**src/rtl/int_stack_seq_pkg.sv**
```systemverilog
// Package: shared sequence kinds and status-byte constants.
// Assumes an 8-bit status byte laid out N7 V6 U5 B4 D3 I2 Z1 C0.
package int_stack_seq_pkg;

    typedef enum logic [3:0] {
        K_RST, K_NMI, K_IRQ, K_BRK, K_CALL, K_RET,
        K_RETI, K_PUSHA, K_PUSHP, K_PULLA, K_PULLP
    } seq_kind_e;

    localparam int ST_Z = 1;
    localparam int ST_I = 2;
    localparam int ST_N = 7;
    localparam logic [7:0] ST_PULL_MASK  = 8'hCF;
    localparam logic [7:0] ST_PUSH_FORCE = 8'h30;

    // Map the decoder's 3-bit command code onto a sequence kind.
    function automatic seq_kind_e cmd_to_kind(input logic [2:0] code);
        case (code)
            3'd0:    return K_BRK;
            3'd1:    return K_CALL;
            3'd2:    return K_RET;
            3'd3:    return K_RETI;
            3'd4:    return K_PUSHA;
            3'd5:    return K_PUSHP;
            3'd6:    return K_PULLA;
            default: return K_PULLP;
        endcase
    endfunction

    // Index of the final bus cycle of each sequence kind.
    function automatic logic [2:0] last_step(input seq_kind_e k);
        case (k)
            K_RST:                return 3'd1;
            K_NMI, K_IRQ, K_BRK:  return 3'd4;
            K_CALL, K_RET, K_RETI: return 3'd3;
            K_PULLA, K_PULLP:     return 3'd1;
            default:              return 3'd0;
        endcase
    endfunction

endpackage

```
**src/rtl/int_stack_seq_arb.sv**
```systemverilog
// Boundary arbiter: latches non-maskable edges and, when the sequencer is
// idle, grants one request in the order NMI, IRQ, decoder strobe.
// Assumes idle_i is high exactly at instruction boundaries.
module int_stack_seq_arb
    import int_stack_seq_pkg::*;
(
    input  logic       clk,
    input  logic       rst_n,
    input  logic       nmi_i,
    input  logic       irq_i,
    input  logic       irq_mask_i,
    input  logic       idle_i,
    input  logic       start_i,
    input  logic [2:0] cmd_i,
    output logic       go_o,
    output seq_kind_e  kind_o
);
    logic nmi_q, nmi_pend, nmi_edge, nmi_now, take_nmi, take_irq;

    assign nmi_edge = nmi_i && !nmi_q;
    assign nmi_now  = nmi_pend || nmi_edge;
    assign take_nmi = idle_i && nmi_now;
    assign take_irq = idle_i && !nmi_now && irq_i && !irq_mask_i;

    // Edge detector and pending latch for the non-maskable request.
    always_ff @(posedge clk) begin
        if (!rst_n) begin
            nmi_q    <= 1'b0;
            nmi_pend <= 1'b0;
        end else begin
            nmi_q <= nmi_i;
            if (take_nmi)      nmi_pend <= 1'b0;
            else if (nmi_edge) nmi_pend <= 1'b1;
        end
    end

    // Grant selection by fixed priority.
    always_comb begin
        go_o   = 1'b0;
        kind_o = cmd_to_kind(cmd_i);
        if (take_nmi) begin
            go_o   = 1'b1;
            kind_o = K_NMI;
        end else if (take_irq) begin
            go_o   = 1'b1;
            kind_o = K_IRQ;
        end else if (idle_i && start_i) begin
            go_o = 1'b1;
        end
    end
endmodule

```
**src/rtl/int_stack_seq_sp.sv**
```systemverilog
// Stack pointer: 8-bit pointer in a fixed page, post-decrement on push,
// pre-increment on pull. Assumes push and pull are never both requested.
module int_stack_seq_sp #(
    parameter int AW = 16,
    parameter int DW = 8,
    parameter logic [AW-DW-1:0] STACK_PAGE = 'h01
) (
    input  logic          clk,
    input  logic          rst_n,
    input  logic          push_i,
    input  logic          pull_i,
    output logic [DW-1:0] sp_o,
    output logic [AW-1:0] addr_o
);
    logic [DW-1:0] sp_q;

    // Pointer update; reset to the top of the page.
    always_ff @(posedge clk) begin
        if (!rst_n)      sp_q <= '1;
        else if (push_i) sp_q <= sp_q - 1'b1;
        else if (pull_i) sp_q <= sp_q + 1'b1;
    end

    assign sp_o   = sp_q;
    assign addr_o = {STACK_PAGE, sp_q};
endmodule

```
**src/rtl/int_stack_seq_status.sv**
```systemverilog
// Status byte: masked load from a pull, N/Z update from a pulled value,
// break marks and interrupt-disable set. Assumes one request per cycle.
module int_stack_seq_status
    import int_stack_seq_pkg::*;
#(
    parameter int DW = 8
) (
    input  logic          clk,
    input  logic          rst_n,
    input  logic          set_idis_i,
    input  logic          set_brk_i,
    input  logic          load_i,
    input  logic          nz_i,
    input  logic [DW-1:0] val_i,
    output logic [DW-1:0] stat_o
);
    localparam logic [DW-1:0] MASK  = DW'(ST_PULL_MASK);
    localparam logic [DW-1:0] FORCE = DW'(ST_PUSH_FORCE);

    logic [DW-1:0] st_q;

    // Status register update by request.
    always_ff @(posedge clk) begin
        if (!rst_n) begin
            st_q <= '0;
        end else if (load_i) begin
            st_q <= (st_q & ~MASK) | (val_i & MASK);
        end else if (nz_i) begin
            st_q[ST_N] <= val_i[DW-1];
            st_q[ST_Z] <= (val_i == '0);
        end else if (set_brk_i) begin
            st_q <= st_q | FORCE;
        end else if (set_idis_i) begin
            st_q[ST_I] <= 1'b1;
        end
    end

    assign stat_o = st_q;
endmodule

```
**src/rtl/int_stack_seq.sv**
```systemverilog
// Interrupt and stack sequencer top. Owns PC, stack pointer and status, and
// makes one bus access per cycle; read data is valid in the same cycle.
// Assumes the decoder strobes only while busy_o is low and holds the
// accumulator value on acc_i for the cycle after the strobe.
module int_stack_seq
    import int_stack_seq_pkg::*;
#(
    parameter int AW = 16,
    parameter int DW = 8,
    parameter logic [AW-DW-1:0] STACK_PAGE = 'h01,
    parameter logic [AW-1:0] VEC_NMI = 16'hFFFA,
    parameter logic [AW-1:0] VEC_RST = 16'hFFFC,
    parameter logic [AW-1:0] VEC_IRQ = 16'hFFFE
) (
    input  logic          clk,
    input  logic          rst_n,
    input  logic          nmi_i,
    input  logic          irq_i,
    input  logic          start_i,
    input  logic [2:0]    cmd_i,
    input  logic [DW-1:0] opnd_lo_i,
    input  logic [DW-1:0] acc_i,
    input  logic [DW-1:0] rdata_i,
    output logic [AW-1:0] addr_o,
    output logic [DW-1:0] wdata_o,
    output logic          we_o,
    output logic          busy_o,
    output logic          done_o,
    output logic [AW-1:0] pc_o,
    output logic [DW-1:0] sp_o,
    output logic [DW-1:0] status_o,
    output logic [DW-1:0] acc_o,
    output logic          acc_we_o,
    output logic          regs_clr_o
);
    localparam logic [DW-1:0] FORCE = DW'(ST_PUSH_FORCE);

    seq_kind_e     kind_q, go_kind;
    logic          busy_q, done_q, acc_we_q, go;
    logic [2:0]    step_q, last;
    logic [AW-1:0] pc_q, stk_addr, vec, vec_addr;
    logic [DW-1:0] opnd_q, acc_q, stat;
    logic          sp_push, sp_pull, st_seti, st_load, st_nz;
    logic          pc_lo, pc_hi, pc_call, pc_inc, acc_ld;

    int_stack_seq_arb u_arb (
        .clk(clk), .rst_n(rst_n), .nmi_i(nmi_i), .irq_i(irq_i),
        .irq_mask_i(stat[ST_I]), .idle_i(!busy_q), .start_i(start_i),
        .cmd_i(cmd_i), .go_o(go), .kind_o(go_kind)
    );

    int_stack_seq_sp #(.AW(AW), .DW(DW), .STACK_PAGE(STACK_PAGE)) u_sp (
        .clk(clk), .rst_n(rst_n), .push_i(sp_push), .pull_i(sp_pull),
        .sp_o(sp_o), .addr_o(stk_addr)
    );

    int_stack_seq_status #(.DW(DW)) u_st (
        .clk(clk), .rst_n(rst_n), .set_idis_i(st_seti),
        .set_brk_i(go && (go_kind == K_BRK)), .load_i(st_load),
        .nz_i(st_nz), .val_i(rdata_i), .stat_o(stat)
    );

    // Vector base for the running kind, low byte first.
    always_comb begin
        case (kind_q)
            K_RST:   vec = VEC_RST;
            K_NMI:   vec = VEC_NMI;
            default: vec = VEC_IRQ;
        endcase
    end

    assign last     = last_step(kind_q);
    assign vec_addr = (step_q == last) ? vec + 1'b1 : vec;

    // Per-step bus access and register update requests.
    always_comb begin
        addr_o = pc_q; wdata_o = '0; we_o = 1'b0;
        sp_push = 1'b0; sp_pull = 1'b0;
        st_seti = 1'b0; st_load = 1'b0; st_nz = 1'b0;
        pc_lo = 1'b0; pc_hi = 1'b0; pc_call = 1'b0; pc_inc = 1'b0;
        acc_ld = 1'b0;
        if (busy_q) begin
            case (kind_q)
                K_RST: begin
                    addr_o = vec_addr;
                    pc_lo  = (step_q == 3'd0);
                    pc_hi  = (step_q == 3'd1);
                end
                K_NMI, K_IRQ, K_BRK: begin
                    if (step_q <= 3'd2) begin
                        addr_o = stk_addr; we_o = 1'b1; sp_push = 1'b1;
                        case (step_q)
                            3'd0:    wdata_o = pc_q[AW-1:DW];
                            3'd1:    wdata_o = pc_q[DW-1:0];
                            default: wdata_o = stat;
                        endcase
                    end else begin
                        addr_o  = vec_addr;
                        pc_lo   = (step_q == 3'd3);
                        pc_hi   = (step_q == 3'd4);
                        st_seti = (step_q == 3'd4);
                    end
                end
                K_CALL: begin
                    if (step_q == 3'd3) begin
                        pc_call = 1'b1;
                    end else begin
                        addr_o  = stk_addr;
                        we_o    = (step_q != 3'd0);
                        sp_push = (step_q != 3'd0);
                        wdata_o = (step_q == 3'd1) ? pc_q[AW-1:DW] : pc_q[DW-1:0];
                    end
                end
                K_RET: begin
                    if (step_q == 3'd3) begin
                        pc_inc = 1'b1;
                    end else begin
                        addr_o  = stk_addr;
                        sp_pull = (step_q != 3'd2);
                        pc_lo   = (step_q == 3'd1);
                        pc_hi   = (step_q == 3'd2);
                    end
                end
                K_RETI: begin
                    addr_o  = stk_addr;
                    sp_pull = (step_q != 3'd3);
                    st_load = (step_q == 3'd1);
                    pc_lo   = (step_q == 3'd2);
                    pc_hi   = (step_q == 3'd3);
                end
                K_PUSHA, K_PUSHP: begin
                    addr_o  = stk_addr; we_o = 1'b1; sp_push = 1'b1;
                    wdata_o = (kind_q == K_PUSHA) ? acc_i : (stat | FORCE);
                end
                K_PULLA, K_PULLP: begin
                    addr_o  = stk_addr;
                    sp_pull = (step_q == 3'd0);
                    acc_ld  = (step_q == 3'd1) && (kind_q == K_PULLA);
                    st_nz   = acc_ld;
                    st_load = (step_q == 3'd1) && (kind_q == K_PULLP);
                end
                default: ;
            endcase
        end
    end

    // Sequence control, program counter and accumulator output register.
    always_ff @(posedge clk) begin
        if (!rst_n) begin
            busy_q <= 1'b1; kind_q <= K_RST; step_q <= '0;
            pc_q <= '0; opnd_q <= '0; acc_q <= '0;
            done_q <= 1'b0; acc_we_q <= 1'b0;
        end else begin
            done_q   <= 1'b0;
            acc_we_q <= acc_ld;
            if (acc_ld) acc_q <= rdata_i;
            if (!busy_q) begin
                if (go) begin
                    busy_q <= 1'b1;
                    kind_q <= go_kind;
                    step_q <= '0;
                    opnd_q <= opnd_lo_i;
                    if (go_kind == K_BRK) pc_q <= pc_q + 1'b1;
                end
            end else begin
                if (pc_lo)   pc_q[DW-1:0]    <= rdata_i;
                if (pc_hi)   pc_q[AW-1:DW]   <= rdata_i;
                if (pc_call) pc_q            <= {rdata_i, opnd_q};
                if (pc_inc)  pc_q            <= pc_q + 1'b1;
                if (step_q == last) begin
                    busy_q <= 1'b0;
                    done_q <= 1'b1;
                end else begin
                    step_q <= step_q + 1'b1;
                end
            end
        end
    end

    assign busy_o     = busy_q;
    assign done_o     = done_q;
    assign pc_o       = pc_q;
    assign status_o   = stat;
    assign acc_o      = acc_q;
    assign acc_we_o   = acc_we_q;
    assign regs_clr_o = busy_q && (kind_q == K_RST);
endmodule


```
**config.mk**
```make
export PLATFORM = sky130hd
export DESIGN_NAME = int_stack_seq
export DESIGN_NICKNAME = d
export VERILOG_FILES = /design/src/rtl/int_stack_seq_pkg.sv /design/src/rtl/int_stack_seq_arb.sv /design/src/rtl/int_stack_seq_sp.sv /design/src/rtl/int_stack_seq_status.sv /design/src/rtl/int_stack_seq.sv
export SDC_FILE = /design/constraint.sdc
export NUM_CORES = 1
export LEC_CHECK = 0
export CAP_MARGIN = 20
export CORE_MARGIN = 5
export CORE_UTILIZATION = 55
export CTS_BUF_LIST = sky130_fd_sc_hd__clkbuf_2 sky130_fd_sc_hd__clkbuf_4 sky130_fd_sc_hd__clkbuf_8
export CTS_CLUSTER_DIAMETER = 200
export CTS_CLUSTER_SIZE = 28
export DETAILED_ROUTE_END_ITERATION = 10
export DONT_BUFFER_PORTS = 1
export PLACE_DENSITY = 0.71
export SYNTH_ARGS = -nofsm -noshare
export SYNTH_HDL_FRONTEND = slang
export SYNTH_SLANG_ARGS = --single-unit
export TNS_END_PERCENT = 20
```
**constraint.sdc**
```tcl
create_clock -name clk -period 4.2 [get_ports clk]
set_clock_uncertainty 0.05 [all_clocks]
set_input_delay 0.42 -clock clk [delete_from_list [all_inputs] [get_ports clk]]
set_output_delay 0.42 -clock clk [all_outputs]
set_load 0.02 [all_outputs]
```
* Yosys cells after proc, flatten, opt, wreduce, memory -nomap -nowiden *
Memories as Yosys holds them, arrays and structs flattened. A register that Yosys moved wholly into a read port is not among the register bits.
Index checks and enable logic that the tools add are counted.

cells by class
  $add $sub $neg = 5
  bitwise gates (word level) = 3
  eq/ne operators = 29
  $mul = 0
  divide/modulo/power cells = 0
  $lt $le $gt $ge = 1
  muxes and demuxes = 70
  shifts and indexed selects = 0
  reduce and logical (&&, ||, !) cells = 39

operators with widths
  kind                                                 count
  2-to-1 mux 16 bit                                    9
  2-to-1 mux 8 bit                                     10
  one-hot mux 16 bit (4 select lines)                  1
  adder 16 x 1 -> 16 bit, second input constant        2
  2-to-1 mux 1 bit                                     32
  one-hot mux 4 bit (7 select lines)                   1
  one-hot mux 8 bit (3 select lines)                   1
  equality test 4 x 3 -> 1 bit, second input constant  4
  2-to-1 mux 4 bit                                     4
  one-hot mux 8 bit (2 select lines)                   1
  equality test 3 x 2 -> 1 bit, second input constant  4
  equality test 3 bit, second input constant           4
  equality test 4 x 2 -> 1 bit, second input constant  3
  equality test 4 bit, second input constant           3
  2-to-1 mux 3 bit                                     4
  nonzero test 2 bit                                   6
  logical AND 1 bit                                    10
  AND reduction 3 bit                                  3
  adder 8 x 1 -> 8 bit, second input constant          1
  logical NOT 8 bit                                    1
  != test 4 x 1 -> 1 bit, second input constant        2
  OR 6 x 8 -> 8 bit                                    1
  one-hot mux 1 bit (4 select lines)                   2
  AND reduction 2 bit                                  4
  21 further kinds                                     34

storage, ports and cells
  output and inout port bits = 69
  memories kept = 1
  bits in latches = 0
  flip-flop bits (word level) = 60
  memory bits (writable) = 0
  input bits = 32
  logic and storage cells = 165
  bits in read-only memories = 48

memory list
  memory           depth  bits a word  rd ports  clocked after memory_dff  wr ports  line                     RTL
  (no name shown)  16     3            1         1                         0         int_stack_seq_pkg.sv:32  case (k)

* Depth between registers and ports, before layout *
  word-level depth = 14
  depth in mapped cells = 14
  gate-level depth less buffers = 14

* Hierarchy *
From an unflattened synthesis, not the netlist that was laid out.

second synthesis, totals
  cell total of the unflattened synthesis = 598
  area total of the unflattened synthesis = 4610.7 sq um

by module, submodules not included
  module                area an instance (sq um)  cells an instance  sequential area each (sq um)  instances
  int_stack_seq         3393.3                    451                900.9                         1
  int_stack_seq_sp      694.4                     86                 160.2                         1
  int_stack_seq_status  301.5                     34                 140.1                         1
  int_stack_seq_arb     221.5                     27                 40.0                          1

* Worst setup path before layout *
Ideal clock, no wire load.

  path kind = register to register
  start point = reg step_q[0]
  end point = reg u_sp.sp_q[7] (netlist: u_sp.sp_o[7])
  library setup time = 0.123 ns
  path slack = 0.646 ns
  stages on the path, launching flop included = 15
  data arrival time = 3.381 ns
  buffers on the path = 1
  clock period less this slack = 3.554 ns
  data required time = 4.027 ns
  cell sequence = dfxtp_1 -> ha_1 -> ha_1 -> or4_1 -> buf_2 -> o211a_4 -> or2_4 -> inv_1 -> ha_1 -> nand3_1 -> o211ai_1 -> nor4_1 -> nor3_1 -> mux2i_1 -> mux2_1

between the ends
  cells in the longest elaborated chain, start to end = 5
  elaborated cells between the ends (all ways) = 15
  classes of those cells = order compare (1); eq/ne (3); mux (8); reduce/logical (3)

RTL lines
  what                                                        line                    RTL
  start: declaration                                          int_stack_seq.sv:40     logic [2:0] step_q, last;
  start signal: assignment                                    int_stack_seq.sv:174    step_q <= step_q + 1'b1;
  <= comparator 3 x 2 -> 1 bit, or another cell as far along  int_stack_seq.sv:90     if (step_q <= 3'd2) begin
  2-to-1 mux 1 bit (on tied branches)                         n/a
  one-hot mux 1 bit (3 select lines) (*)                      n/a
  2-to-1 mux 1 bit (*)                                        n/a
  named net we_o                                              int_stack_seq.sv:26     output logic we_o,
  2-to-1 mux 8 bit or nonzero test 2 bit (tied branches)      n/a
  end signal: assignment                                      int_stack_seq_sp.sv:20  else if (push_i) sp_q <= sp_q - 1'b1;
  end signal: assignment                                      int_stack_seq_sp.sv:21  else if (pull_i) sp_q <= sp_q + 1'b1;
  end: declaration                                            int_stack_seq_sp.sv:15  logic [DW-1:0] sp_q;

The timed path passes the listed nets; every way through them passes the cells marked *.
A chain may end at the register's enable or synchronous reset.

* Final worst setup path *
  start point = reg kind_q[1]
  end point = reg u_sp.sp_q[7] (netlist: u_sp.sp_o[7])

between the ends
  cells in the longest elaborated chain, start to end = 5
  elaborated cells between the ends (all ways) = 19
  classes of those cells = eq/ne (10); mux (5); reduce/logical (4)

RTL lines
  what                                                        line                  RTL
  start: declaration                                          int_stack_seq.sv:38   seq_kind_e kind_q, go_kind;
  start signal: assignment                                    int_stack_seq.sv:160  kind_q <= go_kind;
  equality test 4 x 1 -> 1 bit, or another cell as far along  int_stack_seq.sv:83   case (kind_q)
  OR reduction 3 bit, or another cell as far along            int_stack_seq.sv:83
  one-hot mux 1 bit (3 select lines)                          int_stack_seq.sv:83
  2-to-1 mux 1 bit                                            int_stack_seq.sv:82   if (busy_q) begin
  2-to-1 mux 8 bit or nonzero test 2 bit (tied branches)      n/a

Parallel ways exist; a longest one is shown, timed or not.

==> qor.csv <==
stage,metric,value,unit
setup_path,critPathCaptureType,flop,
routing,ant_nets,0,
timing,relSlewSlack,0.317,
global_route,grt_pass1_wl,21200,um
power_and_ir_drop,clkPwrFrac,0.150,
final_layout,fin_nets,601,
power_and_ir_drop,seqPwrFrac,0.329,
synth,yosys.area_share.xor_xnor,0.0182,
synth,yosys_most_used_dff,dfxtp_1,
final_layout,nFillCells,736,
hold_path,min_path_type,input pin to flop,
synth,synth_top_area_cell,dfxtp_1,
setup_path,start_kind,flop,
synth,synth_top_family_by_area,compound AO/OA/AOI/OAI gates,
global_route,grt_remaining_overflow,0,
timing,finalCritPeriodShare,0.908,
power_and_ir_drop,switching_share,0.525,
synth,syn_inst,565,
floorplan,die-area,9730,sq um
global_route,grt_max_degree,36,
timing,fin_crit,3.81,ns
timing,tns,0,ns
synth,synth_top_area_share,0.287,
cts,ctsLongestPathBuffers,2,
timing,maxSlewViolCount,0,
cts,cts_tree,yes,
synth,synth_compound_area_frac,0.269,
flow_run,cap_violations,0,
place,placed_area,4350,sq um
routing,routedWlPerCell,20.3,um
final_layout,syn_to_final_growth,5.04,%
cts,clock_insertion_delay_worst_skew,0.35,ns
cts,numCtsBuffers,9,
power_and_ir_drop,power_switching,1740,uW
synth,yosys_warnings,0,
synth,async_reset_ff_frac,0,
final_layout,postLayoutCellArea,4540,sq um
routing,dr.pass1.iters,6,
place,portBuffers,0,
power_and_ir_drop,powerDensity,729,nW/um^2
cts,cts_resized,0,
place,hpwl,9720,um
floorplan,start_util,0.562,
setup_path,worstPathArrival,4.00,ns
power_and_ir_drop,p_int,1570,uW
synth,synth_adder_area_share,0.0596,
synth,synth_edf_count,0,
floorplan,row_count,32,
timing,finalHoldViolations,0,
power_and_ir_drop,peakVddDrop,0.323,mV
power_and_ir_drop,pwr-share-comb,0.520,
routing,wirelength,13300,um
synth,avgSynthCellArea,7.65,sq um
setup_path,worstSetupPathType,flop to flop,
synth,yosysUniqueCellTypes,68,
routing,vias,4259,
cts,root_buffer,clkbuf_8,
floorplan,dieWidth,98.7,um
floorplan,fp.dieH,98.7,um
global_route,antenna_found_initial,0,
setup_path,critPathMaxFanout,22,
power_and_ir_drop,fin_total_pwr,3310,uW
cts,h-tree-depth,3,
routing,drcViolationCount,0,
final_layout,diodes,0,
power_and_ir_drop,total_leakage_power,0.00174,uW
synth,syn-num-nets,617,
setup_path,required,4.39,ns
synth,synth.area.top_cells,"dfxtp_1 29%, a21oi_1 6.1%, nand2_1 5.9%, ha_1 5.5%, nor2_1 5.3%",
timing,setup_viol,0,
cts,cts_sinks,62,
synth,ys_ff_latch,62,
global_route,grt_pass1_vias,3980,
floorplan,core-area,7690,sq um
synth,synth-simple-area-share,0.262,
synth,synth_area,4320,sq um
cts,ctsHoldBuffers,0,
synth,yosysSeqAreaShare,0.287,
floorplan,ioPinCount,101,
timing,rsz0062_at_grt,false,
synth,synth_mux_area_frac,0.0495,
routing,drt_iter0_drc,335,
routing,viasPerCell,6.49,
global_route,track_usage,0.268,
status,status,finished clean,
timing,max_freq,262,MHz
final_layout,layout-drive-gt1-share,0.0866,
cts,clk_pin_slew,0.07,ns
place,gp_congestion,0.909,
timing,worstMarginPinSlew,1.02,ns
cts,post-cts-setup-buffers,0,
[registers in the layout, indices dropped and copies added (netlist names)]
register,cells
u_st.stat_o,7
busy_o,1
u_sp.sp_o,8
done_o,1
opnd_q,8
acc_we_o,1
last,3
u_arb.nmi_pend,1
acc_o,8
kind_q,4
step_q,3
u_arb.nmi_q,1
pc_o,16
[cells by family (layout without fill, tap and decap cells)]
group	count (synthesis)	in the layout
AOI/OAI and AO/OA	171	171
and+or+nand+nor	228	228
DFF	62	62
adders and majority gates	20	20
buffers and inverters	54	43
xor gates and xnor gates	9	9
muxes	21	21
[area by class of cell]
class / instances / area [sq um] / share of cell area
flip-flops and latches: 62 / 1240 / 0.273
multi-input cells: 449 / 2850 / 0.627
clock buffers: 11 / 145 / 0.0320
repair buffers: 10 / 82.6 / 0.0182
inverters: 17 / 63.8 / 0.0141
clock inverters: 5 / 33.8 / 0.00744
well taps: 102 / 128 / 0.0281
[synthesized netlist by cell type (7+ instances only)]
cell type	count
a21o_1	13
a21oi_1	53
a22oi_1	15
and2_1	8
buf_2	11
clkbuf_1	19
dfxtp_1	62
ha_1	19
inv_1	17
mux2i_1	18
nand2_1	68
nand2b_1	12
nand3_1	18
nor2_1	61
nor2b_1	8
nor3_1	16
o21ai_0	29
xnor2_1	7
[metal layers]
layer,global-route usage,part of all wire,wire length (um)
met4,0.0777,0.017,229
met1,0.357,0.43,5680
met3,0.0821,0.11,1410
met5,0,0,0
met2,0.421,0.45,5990
[cells in the final DEF, fill, tap and decap left out, drive strengths merged, types with 4 or more instances in the layout]
master / n
a21o: 13
a21oi: 54
a221oi: 4
a22oi: 15
a31oi: 5
and2: 8
and3: 6
buf: 10
clkbuf: 11
dfxtp: 62
ha: 19
inv: 18
mux2i: 18
nand2: 68
nand2b: 13
nand3: 18
nand4: 6
nor2: 61
nor2b: 8
nor3: 16
nor3b: 6
nor4: 7
o21ai: 30
o21bai: 5
o221a: 5
o31ai: 6
o32ai: 6
xnor2: 7
[worst paths after layout]
| kind | start | endpoint | slack [ns] | depth (start not counted) |
|---|---|---|---|---|
| worst max-delay path | kind_q[1] | u_sp.sp_o[7] | 0.39 | 12 |
| worst min-delay path | rst_n | u_sp.sp_o[3] | 0.09 | 1 |
| worst min register to register | opnd_q[2] | opnd_q[2] | 0.41 | 2 |
| worst max register to register | kind_q[1] | u_sp.sp_o[7] | 0.39 | 12 |
[metrics by stage]
| step | std cells | util | hold slack [ns] | setup WS [ns] |
|---|---|---|---|---|
| after detailed placement | 639 | 0.565 | 0.403 | 0.412 |
| final | 656 | 0.591 | 0.0943 | 0.387 |
| after floorplan | 565 | - | 0.383 | 0.646 |
| after CTS | 655 | 0.589 | 0.0700 | 0.410 |
| after global placement | 639 | 0.565 | 0.399 | 0.561 |
| after global routing | 656 | 0.591 | 0.0654 | 0.115 |
[worst max-delay path, stage by stage, from the launching register on]
cell      delay [ns]
dfxtp_1         0.84
nor4b_4         0.18
a21o_1          0.21
o221ai_2        0.45
or2_4           0.25
inv_1           0.13
ha_1            0.40
nand3_1         0.10
o211ai_1        0.20
nor4_1          0.07
nor3_1          0.23
mux2i_1         0.25
mux2_1          0.35
[power by group through the flow]
| stage | combinational, uW | sequential (uW) | clock (uW) |
|---|---|---|---|
| after floorplan | 1440 | 967 | 0 |
| after global placement | 1660 | 1090 | 0 |
| after detailed placement | 1690 | 1090 | 0 |
| after CTS | 1690 | 1080 | 507 |
| after global routing | 1900 | 1110 | 532 |
| final | 1720 | 1090 | 498 |
No activity file was read; power rests on OpenSTA's default activity.
